**src/rtl/pc_pkg.sv**
```systemverilog
package pc_pkg;
  localparam int NUM_CTR  = 4;
  localparam int NUM_PROG = NUM_CTR - 2;
  localparam int FIELD_STRIDE = 8;

  typedef enum logic [1:0] {
    REG_CTRL   = 2'd0,
    REG_PERIOD = 2'd1,
    REG_BASE   = 2'd2,
    REG_SEL    = 2'd3
  } reg_id_e;

  typedef enum logic [1:0] {
    PS_IDLE  = 2'd0,
    PS_READ  = 2'd1,
    PS_WRITE = 2'd2
  } pass_st_e;
endpackage

```
**src/rtl/pc_event_mux.sv**
```systemverilog
module pc_event_mux #(
  parameter int SEL_W = 7,
  localparam int NUM_EVT = 1 << SEL_W
) (
  input  logic [NUM_EVT-1:0] evt_i,
  input  logic [SEL_W-1:0]   sel_i,
  output logic               hit_o
);
  assign hit_o = evt_i[sel_i];
endmodule

```
**src/rtl/pc_counter.sv**
```systemverilog
module pc_counter #(
  parameter int CW = 64
) (
  input  logic          clk,
  input  logic          rst,
  input  logic          clear_i,
  input  logic          en_i,
  input  logic          hit_i,
  input  logic          capture_i,
  output logic [CW-1:0] cnt_o
);
  logic bump;
  assign bump = en_i && hit_i;

  always_ff @(posedge clk) begin
    if (rst || clear_i)  cnt_o <= '0;
    else if (capture_i)  cnt_o <= CW'(bump);
    else if (bump)       cnt_o <= cnt_o + CW'(1);
  end

  // after a capture the counter restarts from at most one event
  p_capture_restart_r5: assert property (@(posedge clk) disable iff (rst)
    capture_i && !clear_i |=> cnt_o <= CW'(1));
  // with counting disabled and no capture the value holds
  p_hold_when_off_r1: assert property (@(posedge clk) disable iff (rst)
    !en_i && !capture_i && !clear_i |=> $stable(cnt_o));
endmodule

```
**src/rtl/pc_sample_timer.sv**
```systemverilog
module pc_sample_timer #(
  parameter int PW = 32
) (
  input  logic          clk,
  input  logic          rst,
  input  logic          run_i,
  input  logic [PW-1:0] period_i,
  output logic          expire_o
);
  logic [PW-1:0] tcnt_q;
  logic [PW-1:0] limit;

  assign limit = (period_i == '0) ? PW'(1) : period_i;

  always_ff @(posedge clk) begin
    if (rst || !run_i) begin
      tcnt_q   <= '0;
      expire_o <= 1'b0;
    end else if (tcnt_q >= limit - PW'(1)) begin
      tcnt_q   <= '0;
      expire_o <= 1'b1;
    end else begin
      tcnt_q   <= tcnt_q + PW'(1);
      expire_o <= 1'b0;
    end
  end

  // no expiry pulse once the timer is halted
  p_quiet_when_halted_r3: assert property (@(posedge clk) disable iff (rst)
    !run_i |=> !expire_o);
  // periods above one never give back-to-back expiries
  p_expiry_gap_r3: assert property (@(posedge clk) disable iff (rst)
    expire_o && run_i && period_i > PW'(1) |=> !expire_o);
endmodule

```
**src/rtl/pc_pass_engine.sv**
```systemverilog
module pc_pass_engine import pc_pkg::*; #(
  parameter int CW = 64,
  parameter int AW = 32,
  parameter int NC = 4,
  localparam int IW = (NC > 1) ? $clog2(NC) : 1,
  localparam int WB = CW / 8
) (
  input  logic                  clk,
  input  logic                  rst,
  input  logic                  capture_i,
  input  logic [NC-1:0][CW-1:0] cnt_i,
  input  logic [AW-1:0]         base_i,
  input  logic                  mem_ack_i,
  input  logic [CW-1:0]         mem_rdata_i,
  output logic                  busy_o,
  output logic                  done_o,
  output logic                  mem_req_o,
  output logic                  mem_we_o,
  output logic [AW-1:0]         mem_addr_o,
  output logic [CW-1:0]         mem_wdata_o
);
  localparam logic [AW-1:0] LOW_MASK = AW'(WB - 1);

  pass_st_e      st_q;
  logic [IW-1:0] idx_q;
  logic [AW-1:0] base_q;
  logic [CW-1:0] snap_q [NC];

  assign busy_o = (st_q != PS_IDLE);

  always_ff @(posedge clk) begin
    if (rst) begin
      st_q        <= PS_IDLE;
      idx_q       <= '0;
      base_q      <= '0;
      done_o      <= 1'b0;
      mem_req_o   <= 1'b0;
      mem_we_o    <= 1'b0;
      mem_addr_o  <= '0;
      mem_wdata_o <= '0;
    end else begin
      done_o <= 1'b0;
      case (st_q)
        PS_IDLE: if (capture_i) begin
          for (int k = 0; k < NC; k++) snap_q[k] <= cnt_i[k];
          base_q     <= base_i & ~LOW_MASK;
          idx_q      <= '0;
          mem_addr_o <= base_i & ~LOW_MASK;
          mem_we_o   <= 1'b0;
          mem_req_o  <= 1'b1;
          st_q       <= PS_READ;
        end
        PS_READ: if (mem_ack_i) begin
          mem_wdata_o <= mem_rdata_i + snap_q[idx_q];
          mem_we_o    <= 1'b1;
          st_q        <= PS_WRITE;
        end
        PS_WRITE: if (mem_ack_i) begin
          mem_we_o <= 1'b0;
          if (idx_q == IW'(NC - 1)) begin
            mem_req_o <= 1'b0;
            done_o    <= 1'b1;
            st_q      <= PS_IDLE;
          end else begin
            idx_q      <= idx_q + IW'(1);
            mem_addr_o <= base_q + (AW'(idx_q) + AW'(1)) * AW'(WB);
            st_q       <= PS_READ;
          end
        end
        default: st_q <= PS_IDLE;
      endcase
    end
  end

  // an unacknowledged request keeps every field steady
  p_req_hold_r4: assert property (@(posedge clk) disable iff (rst)
    mem_req_o && !mem_ack_i |=> mem_req_o && $stable(mem_addr_o)
                               && $stable(mem_we_o) && $stable(mem_wdata_o));
  // an acknowledged read is followed by a write to the same word
  p_read_then_write_r4: assert property (@(posedge clk) disable iff (rst)
    mem_req_o && mem_ack_i && !mem_we_o |=> mem_req_o && mem_we_o && $stable(mem_addr_o));
  // a capture is only offered to an idle engine
  p_capture_when_idle_r3: assert property (@(posedge clk) disable iff (rst)
    capture_i |-> !busy_o);
endmodule

```
**src/rtl/perf_collector.sv**
```systemverilog
module perf_collector import pc_pkg::*; #(
  parameter int CW    = 64,
  parameter int AW    = 32,
  parameter int PW    = 32,
  parameter int SEL_W = 7,
  localparam int NUM_EVT = 1 << SEL_W
) (
  input  logic               clk,
  input  logic               rst,
  input  logic               cyc_strobe_i,
  input  logic               ins_strobe_i,
  input  logic [NUM_EVT-1:0] evt_i,
  input  logic               cfg_we_i,
  input  logic [1:0]         cfg_addr_i,
  input  logic [CW-1:0]      cfg_wdata_i,
  output logic               mem_req_o,
  output logic               mem_we_o,
  output logic [AW-1:0]      mem_addr_o,
  output logic [CW-1:0]      mem_wdata_o,
  input  logic               mem_ack_i,
  input  logic [CW-1:0]      mem_rdata_i,
  output logic               running_o,
  output logic               pass_busy_o,
  output logic               overrun_o
);
  logic run_q, stop_q, final_q, pend_q, ovr_q;
  logic [PW-1:0]    period_q;
  logic [AW-1:0]    base_pend_q;
  logic [SEL_W-1:0] sel_pend_q [NUM_PROG];
  logic [SEL_W-1:0] sel_act_q  [NUM_PROG];

  logic ctrl_wr, start_acc, stop_acc, count_en, capture;
  logic expire, eng_busy, eng_done;
  logic [NUM_CTR-1:0][CW-1:0] cnt_w;
  logic unused_cfg;

  assign unused_cfg = ^cfg_wdata_i;
  assign ctrl_wr   = cfg_we_i && (cfg_addr_i == REG_CTRL);
  assign start_acc = ctrl_wr && cfg_wdata_i[0] && !run_q;
  assign stop_acc  = ctrl_wr && cfg_wdata_i[1] && run_q && !stop_q;
  assign count_en  = run_q && !stop_q;
  assign capture   = run_q && !eng_busy && (stop_q ? !final_q : (expire || pend_q));

  always_ff @(posedge clk) begin
    if (rst) begin
      run_q       <= 1'b0;
      stop_q      <= 1'b0;
      final_q     <= 1'b0;
      pend_q      <= 1'b0;
      ovr_q       <= 1'b0;
      period_q    <= '0;
      base_pend_q <= '0;
      for (int k = 0; k < NUM_PROG; k++) begin
        sel_pend_q[k] <= '0;
        sel_act_q[k]  <= '0;
      end
    end else begin
      if (cfg_we_i) begin
        case (cfg_addr_i)
          REG_PERIOD: period_q    <= cfg_wdata_i[PW-1:0];
          REG_BASE:   base_pend_q <= cfg_wdata_i[AW-1:0];
          REG_SEL: for (int k = 0; k < NUM_PROG; k++)
                     sel_pend_q[k] <= cfg_wdata_i[FIELD_STRIDE*k +: SEL_W];
          default: ;
        endcase
      end
      if (start_acc) begin
        run_q   <= 1'b1;
        stop_q  <= 1'b0;
        final_q <= 1'b0;
        pend_q  <= 1'b0;
        ovr_q   <= 1'b0;
        for (int k = 0; k < NUM_PROG; k++) sel_act_q[k] <= sel_pend_q[k];
      end else begin
        if (stop_acc) begin
          stop_q <= 1'b1;
          pend_q <= 1'b0;
        end
        if (capture) begin
          pend_q <= 1'b0;
          for (int k = 0; k < NUM_PROG; k++) sel_act_q[k] <= sel_pend_q[k];
          if (stop_q) final_q <= 1'b1;
        end else if (expire && eng_busy && !stop_q && !stop_acc) begin
          pend_q <= 1'b1;
          ovr_q  <= 1'b1;
        end
        if (eng_done && final_q) begin
          run_q   <= 1'b0;
          stop_q  <= 1'b0;
          final_q <= 1'b0;
        end
      end
    end
  end

  pc_sample_timer #(.PW(PW)) u_timer (
    .clk(clk), .rst(rst), .run_i(count_en), .period_i(period_q), .expire_o(expire)
  );

  for (genvar i = 0; i < NUM_CTR; i++) begin : g_ctr
    logic hit;
    if (i == 0) begin : g_cyc
      assign hit = cyc_strobe_i;
    end else if (i == 1) begin : g_ins
      assign hit = ins_strobe_i;
    end else begin : g_evt
      pc_event_mux #(.SEL_W(SEL_W)) u_mux (
        .evt_i(evt_i), .sel_i(sel_act_q[i-2]), .hit_o(hit)
      );
    end
    pc_counter #(.CW(CW)) u_cnt (
      .clk(clk), .rst(rst), .clear_i(start_acc), .en_i(count_en),
      .hit_i(hit), .capture_i(capture), .cnt_o(cnt_w[i])
    );
  end

  pc_pass_engine #(.CW(CW), .AW(AW), .NC(NUM_CTR)) u_engine (
    .clk(clk), .rst(rst), .capture_i(capture), .cnt_i(cnt_w), .base_i(base_pend_q),
    .mem_ack_i(mem_ack_i), .mem_rdata_i(mem_rdata_i), .busy_o(eng_busy),
    .done_o(eng_done), .mem_req_o(mem_req_o), .mem_we_o(mem_we_o),
    .mem_addr_o(mem_addr_o), .mem_wdata_o(mem_wdata_o)
  );

  assign running_o   = run_q;
  assign pass_busy_o = eng_busy;
  assign overrun_o   = ovr_q;

  // no memory traffic while collection is off
  p_no_req_stopped_r10: assert property (@(posedge clk) disable iff (rst)
    !run_q |-> !mem_req_o);
  // the overrun flag only drops on an accepted start
  p_overrun_sticky_r6: assert property (@(posedge clk) disable iff (rst)
    ovr_q && !start_acc |=> ovr_q);
  // collection halts only with the engine drained
  p_drain_before_halt_r7: assert property (@(posedge clk) disable iff (rst)
    $fell(run_q) |-> !eng_busy && !mem_req_o);
  // active selectors move only at a capture or a start
  p_sel_at_boundary_r8: assert property (@(posedge clk) disable iff (rst)
    !capture && !start_acc |=> $stable(sel_act_q[0]) && $stable(sel_act_q[1]));
endmodule

```
**config.mk**
```make
export PLATFORM = sky130hd
export DESIGN_NAME = perf_collector
export DESIGN_NICKNAME = d
export VERILOG_FILES = /design/src/rtl/pc_pkg.sv /design/src/rtl/pc_event_mux.sv /design/src/rtl/pc_counter.sv /design/src/rtl/pc_sample_timer.sv /design/src/rtl/pc_pass_engine.sv /design/src/rtl/perf_collector.sv
export SDC_FILE = /design/constraint.sdc
export NUM_CORES = 2
export LEC_CHECK = 0
export CAP_MARGIN = 40
export CELL_PAD_IN_SITES_DETAIL_PLACEMENT = 1
export CELL_PAD_IN_SITES_GLOBAL_PLACEMENT = 2
export CORE_ASPECT_RATIO = 1.75
export CORE_MARGIN = 2
export CORE_UTILIZATION = 35
export DETAILED_ROUTE_END_ITERATION = 7
export DONT_BUFFER_PORTS = 1
export MAX_ROUTING_LAYER = met4
export PLACE_DENSITY = 0.67
export SLEW_MARGIN = 10
export SYNTH_ARGS = -nofsm -noshare
export SYNTH_HDL_FRONTEND = slang
export SYNTH_SLANG_ARGS = --single-unit
```
**constraint.sdc**
```tcl
create_clock -name clk -period 17.4 [get_ports clk]
set_input_delay 2.61 -clock clk [delete_from_list [all_inputs] [get_ports clk]]
set_output_delay 2.61 -clock clk [all_outputs]
set_load 0.05 [all_outputs]
```
* Yosys cells after proc, flatten, opt, wreduce, memory -nomap -nowiden *
Memory sizes are Yosys's and may differ from the RTL's. A register that Yosys moved wholly into a read port is not among the register bits.
Cells that the tools add are included.

storage, ports and cells
  flip-flop bits (word level) = 490
  memory bits (writable) = 284
  input bits = 264
  output and inout bits = 101
  logic and storage cells = 180
  memories kept = 3

operators by class
  add/sub/neg operators = 10
  order comparisons = 3
  equal/unequal tests = 11
  mux-type cells = 65
  bitwise operators = 9
  reductions and logical operators = 54

memories
  name             depth  width  read ports  clocked after Yosys merged registers in  write ports  line                  source
  u_engine.snap_q  4      64     1           1                                        4            pc_pass_engine.sv:27  logic [CW-1:0] snap_q [NC];
  sel_act_q        2      7      2           0                                        2            perf_collector.sv:30  logic [SEL_W-1:0] sel_act_q [NUM_PROG];
  sel_pend_q       2      7      2           0                                        2            perf_collector.sv:29  logic [SEL_W-1:0] sel_pend_q [NUM_PROG];

operator list
  cell                                                                           number
  64-bit by 1-bit adder with 64-bit output (second input constant)               4
  32-bit two-way mux                                                             4
  64-bit adder                                                                   1
  32-bit case mux with 2 select lines                                            1
  7-bit two-way mux                                                              6
  1-bit two-way mux                                                              40
  32-bit by 1-bit adder with 32-bit output (second input constant)               1
  32-bit adder                                                                   1
  32-bit >= comparator                                                           1
  32-bit zero test                                                               1
  32-bit by 1-bit subtractor with 32-bit output (second input constant)          1
  1-bit logical AND                                                              17
  7-bit by 8-bit less-than comparator with 1-bit output (second input constant)  2
  2-bit two-way mux                                                              8
  2-bit nonzero test                                                             8
  1-bit binary-select mux with 7-bit select                                      2
  2-bit AND reduction                                                            6
  4-bit AND reduction                                                            3
  3-bit OR reduction                                                             3
  2-bit == test (second input constant)                                          4
  2-bit != test (second input constant)                                          4
  1-bit zero test                                                                6
  1-bit OR                                                                       6
  2-bit case mux with 3 select lines                                             1
  13 further kinds                                                               21

* Longest topological paths before layout *
  depth after elaboration = 9
  mapped depth = 25
  mapped depth without buffers = 24

* Modules after synthesis *
A second synthesis with hierarchy kept.

second synthesis, totals
  cells, all modules = 3,971
  area total of the unflattened synthesis = 39,286.4 µm²

by module, submodules not included
  module           times used  cells an instance  area an instance (µm²)  sequential area each (µm²)
  pc_pass_engine   1           1,567              18,203.7                10,309.9
  pc_counter       4           375                3,103.0                 1,281.2
  perf_collector   1           388                3,621.0                 2,222.1
  pc_sample_timer  1           344                2,822.7                 660.6
  pc_event_mux     2           86                 1,113.6                 0.0

* Worst setup path before layout *
No wires, ideal clock.

  path kind = input-to-reg
  start = input rst
  end = memory u_engine.snap_q[0][0], enable pin
  setup time = 879 ps
  arrival time = 13,856 ps
  required time = 16,521 ps
  path slack = 2,665 ps
  cell stages on the path = 4
  buffers on the path = 3
  path through = clkbuf_1 -> clkbuf_1 -> clkbuf_1 -> nor2_1

RTL lines
  what                line                  source
  start: declaration  perf_collector.sv:9   input logic rst,
  end: declaration    pc_pass_engine.sv:27

* Worst setup path after layout *
  start = input mem_rdata_i[0]
  end = register u_engine.mem_wdata_o[52]

between the ends
  cells in the longest elaborated chain, start to end = 1

ends and longest elaborated chain
  what                    line                  source
  start: declaration      perf_collector.sv:21  input logic [CW-1:0] mem_rdata_i,
  64-bit adder            pc_pass_engine.sv:54  mem_wdata_o <= mem_rdata_i + snap_q[idx_q];
  end signal: assignment  pc_pass_engine.sv:54
  end: declaration        pc_pass_engine.sv:20  output logic [CW-1:0] mem_wdata_o

No other way between the ends.
A chain may end at the register's enable or synchronous reset.

==> flow_summary.toml <==
[critical_path]
crit_path_top_delay_cell = "a2111oi_1"
crit-reg2reg-launch = "period_q[18]"
critical_path.cell_chain = "ha_1 -> inv_1 -> fa_1 -> nor2b_1 -> o211ai_1 -> a31oi_1 -> o31a_1 -> a2111oi_1 -> buf_4 -> o21a_1 -> a21oi_1 -> or3_1 -> a2111o_1 -> nand3_1"
timing.critical_path.slowest_cell_delay_ps = 580
r2r_depth = 24
cp_delay_by_family_top = "compound AO/OA/AOI/OAI gates"
worst_ep_arrival_time_ps = 6490
worstSetupStartpointType = "primary input"
worst_setup_path_end_kind = "register"
criticalPathCategory = "primary input to register"
timing.critical_path.required_ps = 17990
path_max_fanout = 7
setup.worst_path.start = "mem_rdata_i[0]"
critical_path_cell_count = 14
cp.buffers_inverters = 2

[sta]
layout_setup_ws_ps = 11510
setup_viol = 0
fin_skew_ps = 21.75
layout_min_cycle_time_ps = 5892
fin_setup_tns_ps = 0
hold_ws_ps = 435.3
max_slew_margin_pct = 35.42
report.final.hold_viol_count = 0
layout_worst_path_cycle_share_pct = 33.86
fmax_mhz = 169.7
worst_pin_slew_ps = 968.6
grt_setup_unrepaired = "no"
drv_slew = 0

[floorplanning]
floorplan_die_area_um2 = 109300
std_cell_rows = 158
floorplan.core_area_um2 = 105800
starting_density_of_the_core_pct = 35.26
design.portCount = 365
dieWidth_um = 250.7
die_h_um = 435.8

[power]
vdd.ir_drop.worst_v = 0.00005114
leakagePower_nw = 13.89
p_per_area_nw_per_um2 = 93.99
totalPowerFinal_mw = 3.899

[finish]
post_route_cells_drive_above_1_share_pct = 9.400
layout.cells.most_common = "nand2_1"
commonest_cells_after_routing_fill_and_taps_aside = "nand2_1, dfxtp_1, nor2_1"
finalNonFillerCells = 5083
fillerInstances = 11750
cell_area_after_layout_um2 = 41480
final_core_utilization_pct = 39.22
nNetsFinal = 4009
area.growth.synth_to_final_pct = 11.24

[global_route]
globalRouteTotalUtil_pct = 22.51
first_pass_grt_wire_length_um = 180500
maximum_number_of_pins_on_one_net_before_global_route_repair = 196
initial_antenna_violation_count = 25
grt-ovfl-total = 0
first_global_vias = 28620

[clock_tree]
setup_bufs_post_cts = 0
cts.root.buffer_cell = "clkbuf_16"
cts_resized = 0
tritoncts = "done"
worstSkewPairLatency_ps = 670
hold_buffers = 0
clock_sinks = 770
cts.clk_slew.worst_paths_ps = 60
cts_buffers = 78
cts-root-to-sink-buffers = 3
htree_num_levels = 3

[synth]
synth_seq_cells = 770
synth.distinct_cells = 71
synth.top_cells.by_area = "dfxtp_1, edfxtp_1, mux4_2"
synth.avg_cell_area_um2 = 10.10
synth_area_leader_cell = "dfxtp_1"
synth_flop_cell = "dfxtp_1"
netlist_area_before_placement_um2 = 37290
yosys_warnings = 0
post-synth-top-area-fraction_pct = 26.09
netlist_instances = 3692
synth-edff-count = 284
yosysSeqAreaShare_pct = 48.96
postSynth.asyncResetShare_pct = 0

[route]
post_drt_wl_per_cell_um = 23.60
dr.first_iter.drc_count = 1382
drt-pass1-iter-count = 5
detailed_route_wl_um = 120000
drcViolationCount = 0
route.antenna.remaining_nets = 0
avgViaCountPerCell = 5.406
vias = 27480

[run_status]
status = "completed"

[place]
detailed_place.area_um2 = 38750
post-dp-hpwl_um = 90730
post_place_setup_slack_ps = 10750
numPortBuffers = 0
place_inst = 4918
finalWeightedCongestion = 0.8407

[worst_hold_path]
hold_depth = 0
holdCritStartpoint = "g_ctr[3].u_cnt.cnt_o[27]"
hold_path.class = "register to register"

[flow_run]
cap_viol_max_count = 0
## sequential cells by signal, indices dropped and copies added (netlist names), 2 cells and up, named ones only
name,flops
sel_act_q,14
u_engine.mem_wdata_o,64
u_timer.tcnt_q,32
u_engine.mem_addr_o,29
u_engine.st_q,2
base_pend_q,29
u_engine.base_q,29
period_q,32
sel_pend_q,14
u_engine.idx_q,2
g_ctr.u_cnt.cnt_o,256
u_engine.snap_q,256
## routing by layer
metal | part of all wire (%) | global-route usage (%) | vias to the layer above | routed length, µm
met5 | 0 | - | - | 0
met3 | 5.7 | 5.299 | 180 | 6820
met2 | 53 | 40.52 | 487 | 63890
met1 | 38 | 23.33 | 13700 | 45080
met4 | 3.5 | 9.475 | 0 | 4178
li1 | - | - | 13110 | -
## cells by family after synthesis
| family | after synthesis | synth area share (%) |
|---|---|---|
| adders and majority gates | 107 | 3.630 |
| other | 1 | 0.01006 |
| buffers and inverters | 235 | 2.553 |
| xor gates and xnor gates | 335 | 7.868 |
| and+or+nand+nor | 1496 | 18.57 |
| DFF | 770 | 48.96 |
| muxes | 155 | 9.130 |
| AOI/OAI and AO/OA | 593 | 9.281 |
## final timing paths
check	end	slack (ps)
max	u_engine.mem_wdata_o[52]	11510
min	u_engine.snap_q[3][27]	440
max reg2reg	u_timer.tcnt_q[18]	11740
min reg2reg	u_engine.snap_q[3][27]	440
## cell type report
class                   instances  area, µm²  area share (%)
diodes                         21      52.55          0.1267
clock buffers                 104       2213           5.336
clock inverters                40      462.9           1.116
inverters                      52      195.2          0.4705
multi-input cells            2689      18140           43.74
flip-flops and latches        770      18270           44.03
well taps                    1360       1702           4.102
repair buffers                 47      445.4           1.074
## cell usage after synthesis (all sizes together) (3+ instances only)
library cell,count
or4,4
nor4b,5
nor2,404
mux2i,6
o41ai,3
nor3b,4
xnor2,143
ha,105
inv,52
mux4,148
nand3,131
nand2,524
a41oi,5
a21oi,317
a2111o,3
a211oi,30
or2,8
a311oi,5
a221o,3
and4,26
nand4,70
o21a,13
nor3,64
a31o,4
nand3b,13
or3,61
o211ai,11
o22ai,7
a31oi,10
xor2,192
a21o,38
nand2b,16
and3,76
o21ai,99
buf,50
o31ai,7
o21bai,13
clkbuf,133
nor4,18
dfxtp,486
a21boi,5
edfxtp,284
nor2b,22
and2,46
## power by group
part           leakage, nW  internal (mW)  switching, mW
clock                 1.30           1.02          0.761
sequential            6.56           1.86         0.0115
combinational         6.02          0.100          0.140
total                 13.9           2.99          0.912
No activity file was read; power rests on OpenSTA's default activity.
